[config.mk]
export PLATFORM = sky130hd
export DESIGN_NAME = synth_divchain
export DESIGN_NICKNAME = d
export VERILOG_FILES = /design/src/rtl/synth_div_pkg.sv /design/src/rtl/synth_prescale2.sv /design/src/rtl/synth_evt_div.sv /design/src/rtl/synth_test_mux.sv /design/src/rtl/synth_divchain.sv
export SDC_FILE = /design/constraint.sdc
export NUM_CORES = 1
export LEC_CHECK = 0
export BUFFER_PORTS_ARGS = -buffer_cell sky130_fd_sc_hd__buf_2
export CAP_MARGIN = 20
export CORE_MARGIN = 2
export CORE_UTILIZATION = 30
export DETAILED_ROUTE_END_ITERATION = 8
export SLEW_MARGIN = 0
export SYNTH_ARGS = -nofsm -noshare
export SYNTH_HDL_FRONTEND = slang
export SYNTH_SLANG_ARGS = --single-unit
export TNS_END_PERCENT = 5
[constraint.sdc]
create_clock -name clk -period 2.78 [get_ports clk]
set_input_delay 0.139 -clock clk [delete_from_list [all_inputs] [get_ports clk]]
set_output_delay 0.139 -clock clk [all_outputs]
set_load 0.01 [all_outputs]
[src/rtl/synth_div_pkg.sv]
package synth_div_pkg;

  localparam int REF_SEL_W  = 2;
  localparam int REF_CNT_W  = 6;
  localparam int MAIN_W     = 9;
  localparam int MAIN_MIN   = 64;
  localparam int MAIN_DEF   = 352;
  localparam logic [REF_SEL_W-1:0] REF_SEL_DEF = 2'b10;

  typedef enum logic [1:0] {
    TST_LOCK = 2'b00,
    TST_REF  = 2'b01,
    TST_PRE  = 2'b10,
    TST_MAIN = 2'b11
  } tst_sel_e;

  function automatic logic [REF_CNT_W-1:0] ref_ratio_of(input logic [REF_SEL_W-1:0] sel);
    case (sel)
      2'b00:   return REF_CNT_W'(8);
      2'b01:   return REF_CNT_W'(11);
      2'b10:   return REF_CNT_W'(22);
      default: return REF_CNT_W'(44);
    endcase
  endfunction

  function automatic logic [MAIN_W-1:0] main_ratio_of(input logic [MAIN_W-1:0] raw);
    if (raw < MAIN_W'(MAIN_MIN)) return MAIN_W'(MAIN_MIN);
    return raw;
  endfunction

endpackage

[src/rtl/synth_prescale2.sv]
module synth_prescale2 (
  input  logic clk,
  input  logic rst,
  input  logic evt_in,
  output logic half_state,
  output logic adv_out
);

  logic ph_q;

  always_ff @(posedge clk) begin
    if (rst)         ph_q <= 1'b0;
    else if (evt_in) ph_q <= ~ph_q;
  end

  assign half_state = ph_q;
  assign adv_out    = evt_in & ph_q;

  // an advance is followed by the prescaler returning low
  assert_half_rate_R3: assert property (@(posedge clk) disable iff (rst)
    adv_out |=> !half_state);

endmodule

[src/rtl/synth_evt_div.sv]
module synth_evt_div #(
  parameter int W         = 9,
  parameter int DEF_RATIO = 352,
  parameter int MIN_RATIO = 64
) (
  input  logic         clk,
  input  logic         rst,
  input  logic         adv,
  input  logic [W-1:0] ratio_in,
  output logic         div_out,
  output logic         tick
);

  localparam logic [W-1:0] DEF_V = W'(DEF_RATIO);
  localparam logic [W-1:0] MIN_V = W'(MIN_RATIO);

  logic [W-1:0] cnt_q;
  logic [W-1:0] ratio_q;
  logic [W-1:0] cnt_nxt;
  logic         last_w;
  logic         out_q;
  logic         tick_q;

  assign cnt_nxt = cnt_q + W'(1);
  assign last_w  = (cnt_q == ratio_q - W'(1));

  always_ff @(posedge clk) begin
    if (rst) begin
      cnt_q   <= '0;
      ratio_q <= DEF_V;
      out_q   <= 1'b0;
      tick_q  <= 1'b0;
    end else begin
      tick_q <= 1'b0;
      if (adv) begin
        if (last_w) begin
          cnt_q   <= '0;
          ratio_q <= ratio_in;
          out_q   <= 1'b0;
          tick_q  <= 1'b1;
        end else begin
          cnt_q <= cnt_nxt;
          out_q <= (cnt_nxt >= (ratio_q >> 1));
        end
      end
    end
  end

  assign div_out = out_q;
  assign tick    = tick_q;

  // the in-cycle count never reaches the active ratio
  assert_count_range_R5: assert property (@(posedge clk) disable iff (rst)
    cnt_q < ratio_q);

  // a tick always coincides with the waveform low
  assert_tick_low_R5: assert property (@(posedge clk) disable iff (rst)
    tick |-> !div_out);

  // the active ratio changes only together with a tick
  assert_ratio_boundary_R6: assert property (@(posedge clk) disable iff (rst)
    !$stable(ratio_q) |-> tick);

  // the active ratio never falls below its floor
  assert_ratio_floor_R4: assert property (@(posedge clk) disable iff (rst)
    ratio_q >= MIN_V);

endmodule

[src/rtl/synth_test_mux.sv]
module synth_test_mux
  import synth_div_pkg::*;
(
  input  logic       clk,
  input  logic       rst,
  input  logic [1:0] sel,
  input  logic       lock_in,
  input  logic       ref_wave,
  input  logic       pre_wave,
  input  logic       main_wave,
  output logic       status_out,
  output logic       imix_en,
  output logic       qmix_en
);

  logic st_d, ie_d, qe_d;
  logic st_q, ie_q, qe_q;

  always_comb begin
    case (tst_sel_e'(sel))
      TST_REF:  begin st_d = ref_wave;  ie_d = 1'b1; qe_d = 1'b0; end
      TST_PRE:  begin st_d = pre_wave;  ie_d = 1'b0; qe_d = 1'b1; end
      TST_MAIN: begin st_d = main_wave; ie_d = 1'b0; qe_d = 1'b0; end
      default:  begin st_d = lock_in;   ie_d = 1'b1; qe_d = 1'b1; end
    endcase
  end

  always_ff @(posedge clk) begin
    if (rst) begin
      st_q <= 1'b0;
      ie_q <= 1'b1;
      qe_q <= 1'b1;
    end else begin
      st_q <= st_d;
      ie_q <= ie_d;
      qe_q <= qe_d;
    end
  end

  assign status_out = st_q;
  assign imix_en    = ie_q;
  assign qmix_en    = qe_q;

  // select 11 turns both mixers off on the next cycle
  assert_both_off_R10: assert property (@(posedge clk) disable iff (rst)
    (!$past(rst) && $past(sel) == 2'b11) |-> (!imix_en && !qmix_en));

  // select 00 passes the lock indication with both mixers on
  assert_lock_pass_R7: assert property (@(posedge clk) disable iff (rst)
    (!$past(rst) && $past(sel) == 2'b00) |-> (imix_en && qmix_en && status_out == $past(lock_in)));

endmodule

[src/rtl/synth_divchain.sv]
module synth_divchain
  import synth_div_pkg::*;
(
  input  logic                 clk,
  input  logic                 rst,
  input  logic                 lo_evt,
  input  logic                 ref_evt,
  input  logic [REF_SEL_W-1:0] ref_sel,
  input  logic [MAIN_W-1:0]    main_ratio,
  input  logic [1:0]           test_sel,
  input  logic                 lock_in,
  output logic                 ref_wave,
  output logic                 ref_tick,
  output logic                 main_wave,
  output logic                 main_tick,
  output logic                 status_out,
  output logic                 imix_en,
  output logic                 qmix_en
);

  localparam int REF_DEF = 22;
  localparam int REF_MIN = 8;

  logic                 pre_state;
  logic                 main_adv;
  logic [REF_CNT_W-1:0] ref_ratio_w;
  logic [MAIN_W-1:0]    main_ratio_w;

  assign ref_ratio_w  = ref_ratio_of(ref_sel);
  assign main_ratio_w = main_ratio_of(main_ratio);

  synth_prescale2 u_pre (
    .clk        (clk),
    .rst        (rst),
    .evt_in     (lo_evt),
    .half_state (pre_state),
    .adv_out    (main_adv)
  );

  synth_evt_div #(
    .W         (REF_CNT_W),
    .DEF_RATIO (REF_DEF),
    .MIN_RATIO (REF_MIN)
  ) u_ref_div (
    .clk      (clk),
    .rst      (rst),
    .adv      (ref_evt),
    .ratio_in (ref_ratio_w),
    .div_out  (ref_wave),
    .tick     (ref_tick)
  );

  synth_evt_div #(
    .W         (MAIN_W),
    .DEF_RATIO (MAIN_DEF),
    .MIN_RATIO (MAIN_MIN)
  ) u_main_div (
    .clk      (clk),
    .rst      (rst),
    .adv      (main_adv),
    .ratio_in (main_ratio_w),
    .div_out  (main_wave),
    .tick     (main_tick)
  );

  synth_test_mux u_mux (
    .clk        (clk),
    .rst        (rst),
    .sel        (test_sel),
    .lock_in    (lock_in),
    .ref_wave   (ref_wave),
    .pre_wave   (pre_state),
    .main_wave  (main_wave),
    .status_out (status_out),
    .imix_en    (imix_en),
    .qmix_en    (qmix_en)
  );

  // a reference tick is never raised without a preceding reference event
  assert_ref_tick_cause_R1: assert property (@(posedge clk) disable iff (rst)
    ref_tick |-> $past(ref_evt));

  // a main tick is never raised without a preceding local-oscillator event
  assert_main_tick_cause_R3: assert property (@(posedge clk) disable iff (rst)
    main_tick |-> $past(lo_evt));

endmodule

-- After elaboration in Yosys (flattened, before gate mapping)
Cells that the tools add are included.
- output and inout port bits: 7
- input bits: 18
- logic and storage cells: 50
- register bits after elaboration: 38
- multiplexer cells: 13
- bitwise operators: 4
- add/subtract/negate cells: 4
- reductions and logical operators: 7
- eq/ne operators: 7
- $lt $le $gt $ge: 3
- operators by type and width (cell ; count):
    $mux W9 ; 3
    $pmux W6 S3 ; 1
    $add A9 B1 Y9 const B ; 1
    $eq A9 B9 Y1 ; 1
    $ge A9 B8 Y1 ; 1
    $lt A9 B7 Y1 const B ; 1
    $sub A9 B1 Y9 const B ; 1
    $reduce_or A2 Y1 ; 4
    $mux W1 ; 7
    $add A6 B1 Y6 const B ; 1
    $eq A2 B2 Y1 const B ; 3
    $eq A6 B6 Y1 ; 1
    $ge A6 B5 Y1 ; 1
    $mux W6 ; 1
    $sub A6 B1 Y6 const B ; 1
    $eq A2 B1 Y1 const B ; 2
    $reduce_and A2 Y1 ; 2
    $not A1 Y1 ; 3
    $pmux W1 S3 ; 1
    $logic_not A2 Y1 ; 1
    $and A1 B1 Y1 ; 1

-- Longest topological paths before layout
- depth in word-level cells: 3
- mapped depth: 11
- gate-level depth less buffers: 9

-- Modules after synthesis
Synthesis repeated with hierarchy kept, for this count alone.
- cells, all modules: 311
- area total of the unflattened synthesis: 2713.9 um^2
- by module, submodules not included (module ; seq. area each (um^2) ; instances ; area an instance (um^2) ; cells each):
    synth_evt_div (u_main_div) ; 400.4 ; 1 ; 1482.7 ; 176
    synth_evt_div (u_ref_div) ; 280.3 ; 1 ; 925.9 ; 104
    synth_divchain ; 0.0 ; 1 ; 155.1 ; 20
    synth_test_mux ; 60.1 ; 1 ; 110.1 ; 7
    synth_prescale2 ; 20.0 ; 1 ; 40.0 ; 4

-- Worst setup path before layout
Ideal clock, no wire load.
- path type: flip-flop to flip-flop
- from: reg u_main_div.ratio_q[0]
- to: reg u_main_div.ratio_q[6]
- setup time: 0.123 ns
- cell stages (with the launch flop): 12
- path slack: 0.242 ns
- clock period less this slack: 2.538 ns
- arrival: 2.415 ns
- data required time: 2.657 ns
- path buffers: 2
- path through: dfxtp_1 -> inv_1 -> ha_1 -> xor2_1 -> o21ai_0 -> a21oi_1 -> or4_1 -> or3b_1 -> buf_2 -> or2_1 -> buf_6 -> mux2i_1
- longest elaborated chain between the ends: 3
- RTL lines (item ; RTL line ; source):
    start: declaration ; synth_evt_div.sv:18 ; logic [W-1:0] ratio_q;
    start signal: assignment ; synth_evt_div.sv:38 ; ratio_q <= ratio_in;
    $sub A9 B1 Y9 ; synth_evt_div.sv:25 ; assign last_w = (cnt_q == ratio_q - W'(1));
    $eq A9 B9 Y1 ; synth_evt_div.sv:25 ;
    $reduce_and A2 Y1 (no source line) ; - ;
Every way passes these cells.
A chain may end at the register's enable or synchronous reset.

-- Worst setup path in the final report
- from: reg u_main_div.ratio_q[0]
- to: reg u_main_div.cnt_q[1]
- longest elaborated chain between the ends: 3
- RTL lines (item ; RTL line ; source):
    $sub A9 B1 Y9 ; synth_evt_div.sv:25 ;
    $eq A9 B9 Y1 ; synth_evt_div.sv:25 ;
    $mux W9 ; synth_evt_div.sv:36 ; if (last_w) begin
    end signal: assignment ; synth_evt_div.sv:42 ; cnt_q <= cnt_nxt;
    end: declaration ; synth_evt_div.sv:17 ; logic [W-1:0] cnt_q;
Every way passes these cells.

==> results.py <==
metrics = {
    "placement": {
        "dp_slack_ps": 152,
        "dp_cells": 430,
        "gp_congestion": 0.817,
        "place_area_um2": 2730,
        "io_buffer_count": 24,
        "dp_hpwl_um": 4020,
    },
    "timing": {
        "relSlewSlack": 0.421,
        "max_freq_mhz": 396,
        "finalSetupViolations": 0,
        "finalWorstSetupSlack_ps": 252,
        "clock_skew_ps": 7.93,
        "final_max_slew_viol_count": 0,
        "finalCritPeriodShare": 0.909,
        "hold_viol": 0,
        "tns_ps": 0,
        "rsz0062_at_grt": "false",
        "worst_pin_slew_ps": 869,
        "period_needed_ps": 2530,
    },
    "setup_path": {
        "required_ps": 2940,
        "cp.arrival_ps": 2690,
        "r2r_slack_ps": 250,
        "worstRegToRegCells": 10,
        "critical_path_class": "flip-flop to flip-flop",
        "start_kind": "flip-flop",
        "crit_fanout": 17,
        "worst_setup_path_end_kind": "flip-flop",
        "reg2reg_to": "u_main_div.cnt_q[1]",
        "reg2reg_from": "u_main_div.ratio_q[0]",
    },
    "synth": {
        "netlist_top_cells_area": "dfxtp_1, ha_1, xnor2_1",
        "syn-num-nets": 356,
        "synth_compound_gate_area_share": 0.150,
        "syn_area_um2": 2520,
        "synth_area_leader_cell": "dfxtp_1",
        "async_flop_share": 0,
        "postSynthCellCount": 317,
        "synth-xor-area-share": 0.0971,
        "yosys.cell_types.count": 51,
        "yosysSeqAreaShare": 0.301,
        "yosysWarnings": 0,
        "ys_seq_elements": 38,
        "synth_edf_count": 0,
        "synth.mux.area_fraction": 0.0332,
        "synth_top_family_by_area": "simple AND/OR/NAND/NOR gates",
        "yosys.area.top_type_share": 0.301,
        "avgSynthCellArea_um2": 7.97,
        "synth-adder-area-share": 0.104,
        "ys.flop_type": "dfxtp_1",
        "yosys.area_share.simple": 0.251,
    },
    "hold_path": {
        "hold_start": "test_sel[1]",
        "whs_endpoint": "u_mux.imix_en",
        "min_path_cells": 2,
        "hold_path.class": "primary input to flip-flop",
    },
    "cells_and_area": {
        "antenna_cells": 0,
        "final_area_um2": 2820,
        "num-fill-cells": 855,
        "finalNonFillerCells": 438,
        "finalNetCount": 371,
        "drive_gt1_frac": 0.129,
        "area_growth_pct": 11.8,
    },
    "grt": {
        "overflow": 0,
        "antenna_found_initial": 0,
        "grt_pass1_wl_um": 9630,
        "grt.total_usage": 0.130,
        "grt_max_degree": 56,
        "first_global_vias": 2169,
    },
    "cts": {
        "cts_tree": "yes",
        "root_buffer": "clkbuf_8",
        "clock_sinks": 38,
        "path_clk_slew_ps": 80,
        "cts.hold.buffers_added": 0,
        "clock_insertion_delay_worst_skew_ps": 290,
        "cts_buffer_depth": 2,
        "htreeDepth": 2,
        "numCtsBuffers": 5,
    },
    "die": {
        "io-pin-count": 25,
        "rows": 33,
        "dieArea_um2": 9170,
        "start_util": 0.309,
        "core_area_um2": 8180,
        "die_width_um": 95.7,
        "dieHeight_um": 95.7,
    },
    "job": {
        "drv_cap": 0,
    },
    "routing": {
        "drtAntennaViolNets": 0,
        "drt_iter0_markers": 49,
        "viasPerCell": 4.94,
        "routedWlPerCell_um": 12.4,
        "drc": 0,
        "wl_met2_um": 2700,
        "top_layer": "met4",
        "met3_length_um": 138,
        "drt_pass1_iterations": 4,
        "drt_wl_total_um": 5440,
        "vias": 2163,
        "drt-met1-wl_um": 2550,
    },
    "power": {
        "p_per_area_nw_per_um2": 374,
        "ir_worst_vdd_mv": 0.200,
        "power_w": 0.00106,
        "leakage_nw": 1.24,
    },
    "status": {
        "status": "completed",
    },
}
[synthesized netlist by cell type, drive strengths merged, types with 4 or more instances]
| cell | number |
|---|---|
| nand3 | 15 |
| inv | 19 |
| buf | 4 |
| nand3b | 10 |
| dfxtp | 38 |
| nor2 | 31 |
| xor2 | 12 |
| clkbuf | 17 |
| o21ai | 23 |
| or3 | 4 |
| a31oi | 4 |
| mux2i | 5 |
| and2 | 4 |
| nand2 | 21 |
| ha | 21 |
| nand2b | 8 |
| a21oi | 18 |
| xnor2 | 16 |
| nor3 | 4 |
| a21o | 4 |
[critical path, stage by stage, from the launching register on]
cell and delay [ps]:
dfxtp_1 370, inv_1 70, ha_1 250, xor2_1 160
o21ai_1 120, a21oi_1 50, or4_1 520, or3b_1 400
buf_4 210, a31oi_1 190, nor2_1 50
[power breakdown]
group | internal (W) | switching, W | total, W
clock | 0.000200 | 0.000209 | 0.000409
combinational | 0.0000399 | 0.0000490 | 0.0000889
sequential | 0.000551 | 0.00000666 | 0.000558
[cells in the final DEF, fill, tap and decap left out, drive strengths merged, types with 5 or more instances in the layout]
master  netlist  final
buf           4     29
mux2i         5      5
clkbuf       17      6
xor2         12     12
dfxtp        38     38
nand3        15     15
nand2b        8      8
ha           21     21
inv          19     19
nor2         31     31
a21oi        18     18
nand2        21     21
o21ai        23     23
nand3b       10     10
xnor2        16     16
[repair_timing]
| item | in CTS | in global routing |
|---|---|---|
| endpoints found under the setup margin | 0 | 9 |
| resized for setup | 0 | 3 |
| hold endpoints to repair | 0 | 0 |
| buffers inserted | 0 | 0 |
[metal layers]
metal / vias to the layer above / GRT usage
met1: 1006 / 0.162
met3: 7 / 0.0258
met4: 0 / 0.0381
met5: - / 0
met2: 23 / 0.227
li1: 1127 / -
[registers in the layout, summed over array words and instances, names as in the netlist]
register            cells
u_mux.qmix_en           1
u_pre.half_state        1
u_main_div.div_out      1
u_ref_div.ratio_q       6
u_mux.imix_en           1
u_main_div.tick         1
u_ref_div.div_out       1
u_main_div.ratio_q      9
u_ref_div.tick          1
u_mux.status_out        1
u_main_div.cnt_q        9
u_ref_div.cnt_q         6
[through the flow]
step | hold slack, ps | util
finish | 25.0 | 0.345
global route | 26.7 | 0.345
CTS | 19.9 | 0.345
detailed placement | 336 | 0.333
global placement | 334 | 0.333
floorplan | 213 | -
[cell type report]
class	instances	area, um^2	area share
multi-input cells	239	1610	0.569
flip-flops and latches	38	761	0.270
repair buffers	29	158	0.0559
well taps	105	131	0.0465
clock buffers	6	82.6	0.0293
inverters	19	71.3	0.0253
clock inverters	2	12.5	0.00443
[worst max-delay path by stage]
stage / slack [ps] / startpoint / to / depth (start not counted)
floorplan: 240 / u_main_div.ratio_q[0] / u_main_div.ratio_q[6] / 11
global placement: 210 / u_main_div.ratio_q[0] / u_main_div.ratio_q[8] / 9
detailed placement: 150 / u_main_div.ratio_q[0] / u_main_div.ratio_q[5] / 9
CTS: 130 / u_main_div.ratio_q[0] / u_main_div.ratio_q[6] / 9
global route: 40 / u_main_div.ratio_q[0] / u_main_div.ratio_q[7] / 10
finish: 250 / u_main_div.ratio_q[0] / u_main_div.cnt_q[1] / 10
[logic make-up after synthesis]
kind of cell             count (synthesis)
buffers and inverters                   40
adder cells (fa/ha/maj)                 21
XOR/XNOR                                28
flip-flops                              38
AND/OR/NAND/NOR                        120
AO/OA/AOI/OAI                           63
multiplexers                             7
Note: power is estimated with default switching activity, not from simulation.
